`src/rtl/tone_pkg.sv`:
```
package tone_pkg;
  localparam int CODE_W = 5;

  typedef struct packed {
    logic       row_en;
    logic [1:0] row_sel;
    logic       col_en;
    logic [1:0] col_sel;
  } tone_req_t;
endpackage

```
`src/rtl/tone_sync.sv`:
```
module tone_sync #(
  parameter int   W      = 1,
  parameter int   STAGES = 2,
  parameter logic RST_VAL = 1'b1
) (
  input  logic         clk_i,
  input  logic         rst_ni,
  input  logic [W-1:0] d_i,
  output logic [W-1:0] q_o
);
  logic [W-1:0] stg_q [STAGES];

  always_ff @(posedge clk_i or negedge rst_ni) begin
    if (!rst_ni) begin
      for (int i = 0; i < STAGES; i++) stg_q[i] <= {W{RST_VAL}};
    end else begin
      stg_q[0] <= d_i;
      for (int i = 1; i < STAGES; i++) stg_q[i] <= stg_q[i-1];
    end
  end

  assign q_o = stg_q[STAGES-1];
endmodule

```
`src/rtl/tone_shift.sv`:
```
module tone_shift #(
  parameter int CODE_W = 5
) (
  input  logic              clk_i,
  input  logic              rst_ni,
  input  logic              stby_i,
  input  logic              sclk_i,
  input  logic              sdat_i,
  output logic              done_o,
  output logic [CODE_W-1:0] code_o
);
  localparam int CNT_W = $clog2(CODE_W);
  localparam logic [CNT_W-1:0] LAST = CNT_W'(CODE_W - 1);

  logic              sclk_prev_q;
  logic [CNT_W-1:0]  cnt_q;
  logic [CODE_W-1:0] sr_q;
  logic              fall;

  assign fall = sclk_prev_q & ~sclk_i;

  always_ff @(posedge clk_i or negedge rst_ni) begin
    if (!rst_ni) begin
      sclk_prev_q <= 1'b1;
      cnt_q       <= '0;
      sr_q        <= '0;
      done_o      <= 1'b0;
    end else begin
      sclk_prev_q <= sclk_i;
      done_o      <= 1'b0;
      if (stby_i) begin
        cnt_q <= '0;
      end else if (fall) begin
        // LSB arrives first: shift toward bit 0
        sr_q <= {sdat_i, sr_q[CODE_W-1:1]};
        if (cnt_q == LAST) begin
          cnt_q  <= '0;
          done_o <= 1'b1;
        end else begin
          cnt_q <= cnt_q + 1'b1;
        end
      end
    end
  end

  assign code_o = sr_q;
endmodule

```
`src/rtl/tone_cmd_decode.sv`:
```
module tone_cmd_decode
  import tone_pkg::*;
(
  input  logic [CODE_W-1:0] code_i,
  output logic              legal_o,
  output tone_req_t         req_o
);
  logic [1:0] r, c;

  always_comb begin
    case (code_i[3:0])
      4'd0:  {r, c} = {2'd3, 2'd3};
      4'd1:  {r, c} = {2'd0, 2'd0};
      4'd2:  {r, c} = {2'd0, 2'd1};
      4'd3:  {r, c} = {2'd0, 2'd2};
      4'd4:  {r, c} = {2'd1, 2'd0};
      4'd5:  {r, c} = {2'd1, 2'd1};
      4'd6:  {r, c} = {2'd1, 2'd2};
      4'd7:  {r, c} = {2'd2, 2'd0};
      4'd8:  {r, c} = {2'd2, 2'd1};
      4'd9:  {r, c} = {2'd2, 2'd2};
      4'd10: {r, c} = {2'd3, 2'd1};
      4'd11: {r, c} = {2'd3, 2'd0};
      4'd12: {r, c} = {2'd3, 2'd2};
      4'd13: {r, c} = {2'd0, 2'd3};
      4'd14: {r, c} = {2'd1, 2'd3};
      default: {r, c} = {2'd2, 2'd3};
    endcase
  end

  always_comb begin
    req_o   = '0;
    legal_o = 1'b0;
    if (!code_i[4]) begin
      legal_o = 1'b1;
      req_o   = '{row_en: 1'b1, row_sel: r, col_en: 1'b1, col_sel: c};
    end else if (!code_i[3]) begin
      legal_o = 1'b1;
      if (!code_i[2]) begin
        req_o.row_en  = 1'b1;
        req_o.row_sel = code_i[1:0];
      end else begin
        req_o.col_en  = 1'b1;
        req_o.col_sel = code_i[1:0];
      end
    end else if (&code_i) begin
      legal_o = 1'b1;
    end
  end
endmodule

```
`src/rtl/tone_cmd_rx.sv`:
```
module tone_cmd_rx
  import tone_pkg::*;
#(
  parameter int SYNC_STAGES = 2
) (
  input  logic       clk_i,
  input  logic       rst_ni,
  input  logic       en_ni,
  input  logic       ser_clk_i,
  input  logic       ser_dat_i,
  output logic       row_en_o,
  output logic [1:0] row_sel_o,
  output logic       col_en_o,
  output logic [1:0] col_sel_o,
  output logic       cmd_stb_o,
  output logic       err_o
);
  logic [2:0]        sync_q;
  logic              stby, sclk, sdat;
  logic              done;
  logic [CODE_W-1:0] code;
  logic              legal;
  tone_req_t         req_dec, req_q;

  tone_sync #(.W(3), .STAGES(SYNC_STAGES), .RST_VAL(1'b1)) u_sync (
    .clk_i (clk_i),
    .rst_ni(rst_ni),
    .d_i   ({en_ni, ser_clk_i, ser_dat_i}),
    .q_o   (sync_q)
  );
  assign {stby, sclk, sdat} = sync_q;

  tone_shift #(.CODE_W(CODE_W)) u_shift (
    .clk_i (clk_i),
    .rst_ni(rst_ni),
    .stby_i(stby),
    .sclk_i(sclk),
    .sdat_i(sdat),
    .done_o(done),
    .code_o(code)
  );

  tone_cmd_decode u_dec (
    .code_i (code),
    .legal_o(legal),
    .req_o  (req_dec)
  );

  always_ff @(posedge clk_i or negedge rst_ni) begin
    if (!rst_ni) begin
      req_q     <= '0;
      cmd_stb_o <= 1'b0;
      err_o     <= 1'b0;
    end else begin
      cmd_stb_o <= 1'b0;
      err_o     <= 1'b0;
      if (stby) begin
        req_q <= '0;
      end else if (done) begin
        if (legal) begin
          req_q     <= req_dec;
          cmd_stb_o <= 1'b1;
        end else begin
          err_o <= 1'b1;
        end
      end
    end
  end

  assign row_en_o  = req_q.row_en;
  assign row_sel_o = req_q.row_sel;
  assign col_en_o  = req_q.col_en;
  assign col_sel_o = req_q.col_sel;
endmodule

```
`config.mk`:
```
export PLATFORM = sky130hd
export DESIGN_NAME = tone_cmd_rx
export DESIGN_NICKNAME = d
export VERILOG_FILES = /design/src/rtl/tone_pkg.sv /design/src/rtl/tone_sync.sv /design/src/rtl/tone_shift.sv /design/src/rtl/tone_cmd_decode.sv /design/src/rtl/tone_cmd_rx.sv
export SDC_FILE = /design/constraint.sdc
export NUM_CORES = 1
export LEC_CHECK = 0
export BUFFER_PORTS_ARGS = -buffer_cell sky130_fd_sc_hd__buf_2
export CELL_PAD_IN_SITES_DETAIL_PLACEMENT = 1
export CELL_PAD_IN_SITES_GLOBAL_PLACEMENT = 2
export CORE_MARGIN = 3
export CORE_UTILIZATION = 40
export DETAILED_ROUTE_END_ITERATION = 7
export PLACE_DENSITY_LB_ADDON = 0.3
export SYNTH_ARGS = -nofsm -noshare
export SYNTH_HDL_FRONTEND = slang
export SYNTH_SLANG_ARGS = --single-unit
```
`constraint.sdc`:
```
create_clock -name clk_i -period 2.9 [get_ports clk_i]
set_input_delay 0.145 -clock clk_i [delete_from_list [all_inputs] [get_ports clk_i]]
set_output_delay 0.145 -clock clk_i [all_outputs]
set_load 0.05 [all_outputs]
```
==> flow_metrics.tcl <==
set metrics [dict create \
    port_buffers 12 \
    synth_edf_count 0 \
    cts-root-buf "clkbuf_4" \
    final_nets 128 \
    netlist_area_um2 1106 \
    powerDensity_nw_per_um2 679.3 \
    ys.flop_type "dfrtp_1" \
    pwr-share-comb_pct 21.6 \
    synthesis.nets 110 \
    timing.rr.end "col_sel_o[1]" \
    crit_chain "inv_1, ha_1, nor2_1, a21oi_1, o311ai_0, a22o_1" \
    grt_pass1_vias 803 \
    grt_antenna_before_repair 0 \
    cts_tree "yes" \
    max_stage_delay_ns 0.50 \
    die_w_um 58.59 \
    hold_violations 0 \
    switching_power_uw 277.2 \
    finClkSkew_ns 0.009362 \
    yosysUniqueCellTypes 32 \
    setup_tns_ns 0 \
    ctsHtreeMaxLevel 1 \
    crit_end "col_sel_o[1]" \
    start_kind "flop" \
    post-cts-setup-buffer-count 0 \
    reg2reg_depth 6 \
    io_pins 13 \
    clkTransAtPathRegs_ns 0.14 \
    ys_ff_latch 24 \
    leakage_uw 0.0006192 \
    drt-pass1-iter-count 4 \
    arrival_ns 1.94 \
    synth_warnings 0 \
    avgSynthCellArea_um2 11.40 \
    cap_violations 0 \
    grt.overflow.total 0 \
    setup_slack_ns 1.221 \
    ir_drop_uv 368.1 \
    grt_max_degree 25 \
    switching_share_pct 32.00 \
    r2r_slack_ns 1.22 \
    period_minus_slack_ns 1.679 \
    fmaxAchievable_mhz 595.8 \
    antenna_cells 0 \
    rsz0062_at_grt "false" \
    vias 769 \
    dieArea_um2 3432 \
    drive_gt1_share_pct 27.19 \
    avgRoutedWirePerCell_um 15.01 \
    grtUsageTotal_pct 14.07 \
    core_area_um2 2545 \
    clock_path_buffers 2 \
    drc 0 \
    seq_area_frac_synth_pct 55.09 \
    worstSetupStartpoint "u_shift.code_o[1]" \
    vias_per_cell 5.340 \
    synthArstFlopShare_pct 100.0 \
    slew_headroom_pct 64.27 \
    fin_util_pct 50.10 \
    grt_pass1_wl_um 3650 \
    area_growth_pct 15.27 \
    cts.sinks 24 \
    setup_violations 0 \
    rows 18 \
    worstHoldPathType "input pin to asynchronous set/reset pin" \
    ant_nets 0 \
    syn_inst 97 \
    crit_buf_inv 1 \
    required_ns 3.16 \
    drv_slew 0 \
    initial_core_util_pct 43.46 \
    fin_crit_sh_pct 57.88 \
    gpl.final_weighted_congestion 0.8158 \
    crit_family "compound AO/OA/AOI/OAI gates" \
    worst_pin_slew_ns 0.5360 \
    power_frac_clock_pct 28.3 \
    p_seq_share_pct 50.1 \
    worstSetupPathType "flop to flop" \
    pre_cts_ws_ns 1.295 \
    worst-path-stages 6 \
    r2r_start "u_shift.code_o[1]" \
    wl_um 2161 \
    status "completed" \
    p_int_uw 588.9 \
    dr.first_iter.drc_count 17 \
    slowest_stage "dfrtp_1" \
    place.detailed.hpwl_um 1513 \
    crit_fanout 8 \
    clk_latency_ns 0.32 \
    die_h_um 58.59 \
    critPathCaptureType "flop" \
    cts_buffers 3 \
]
[through the flow]
step / hold slack [ns] / instance area (um^2) / instances / power (uW)
floorplan: -0.1506 / 1106 / 97 / 573.0
finish: 0.3173 / 1275 / 144 / 866.1
CTS: 0.3290 / 1275 / 144 / 873.5
detailed placement: 0.1593 / 1182 / 136 / 620.5
global placement: 0.1545 / 1182 / 136 / 611.4
global route: 0.3392 / 1275 / 144 / 920.0
[cells in the final DEF, fill, tap and decap left out, drive strengths merged]
cell type,synthesis,routed
a21bo,1,1
a21o,1,1
a21oi,7,7
a222oi,1,1
a22o,2,2
a22oi,1,1
a31oi,1,1
a32o,1,1
and2b,1,1
and3,1,1
buf,3,12
bufinv,0,1
clkbuf,0,3
dfrtp,17,17
dfstp,7,7
dlygate4sd3,0,4
ha,8,8
inv,5,5
mux2,3,3
mux2i,1,1
nand2,8,8
nand2b,4,4
nand3,1,1
nand3b,1,1
nor2,8,8
nor2b,1,1
nor4,1,1
o21ai,9,9
o2bb2ai,1,1
o311ai,1,1
or3b,1,1
[worst min-delay path by stage]
stage                      start                to  slack, ns  cells past startpoint
after floorplan           rst_ni         cmd_stb_o      -0.15                      0
after global placement    rst_ni      row_sel_o[0]       0.15                      1
after detailed placement  rst_ni      row_sel_o[0]       0.16                      1
after CTS                 rst_ni  u_shift.cnt_q[2]       0.33                      2
after global routing      rst_ni             err_o       0.34                      2
final                     rst_ni         cmd_stb_o       0.32                      2
[sequential cells by signal, summed over array words and instances, names as in the netlist]
register	count
u_shift.code_o	5
u_shift.done_o	1
u_shift.sclk_prev_q	1
col_en_o	1
cmd_stb_o	1
u_sync.q_o	3
u_shift.cnt_q	3
col_sel_o	2
row_sel_o	2
err_o	1
row_en_o	1
u_sync.stg_q	3
[layer usage]
metal	up-vias	routed length, um	global-route usage, %
met5	-	0	0
met4	0	34	6.149
li1	374	-	-
met2	19	950	21.85
met3	4	116	3.070
met1	372	1059	18.96
[logic make-up (layout without fill, tap and decap cells)]
kind of cell    Yosys count  count (layout)  synth area share (%)
buf+inv                   8              25                 3.620
flops                    24              24                 55.09
fa+ha+maj                 8               8                 9.050
simple gates             27              27                 12.90
compound gates           26              26                 15.39
mux                       4               4                 3.959
[synth_stat cells, drive strengths merged (2+ instances only)]
cell type | n | area share [%]
inv | 5 | 1.7
buf | 3 | 1.9
dfstp | 7 | 17
mux2 | 3 | 3.1
ha | 8 | 9.1
dfrtp | 17 | 38
a22o | 2 | 1.6
nor2 | 8 | 2.9
o21ai | 9 | 4.1
nand2b | 4 | 2.9
a21oi | 7 | 3.5
nand2 | 8 | 2.7
[area by class of cell]
cell class              instances  area (um^2)
multi-input cells              65        456.7
clock buffers                   3        22.52
repair buffers                 16        100.1
well taps                      30        37.54
flip-flops and latches         24        609.3
inverters                       5        18.77
fillers                       290         1270
clock inverters                 1        30.03
[timing repair]
action | 4_1_cts | 5_1_grt
endpoints found under the setup margin | 0 | 0
endpoints found under the hold margin | 20 | 0
hold buffers | 4 | 0
resized for setup | 0 | 0
[power by group through the flow]
stage	sequential, uW	combinational (uW)	clock (uW)
2_1_floorplan	403	170	0
3_3_place_gp	438	174	0
3_5_place_dp	441	179	0
4_1_cts	435	188	251
5_1_grt	445	212	263
6_report	434	187	245
Note: power is estimated with default switching activity, not from simulation.
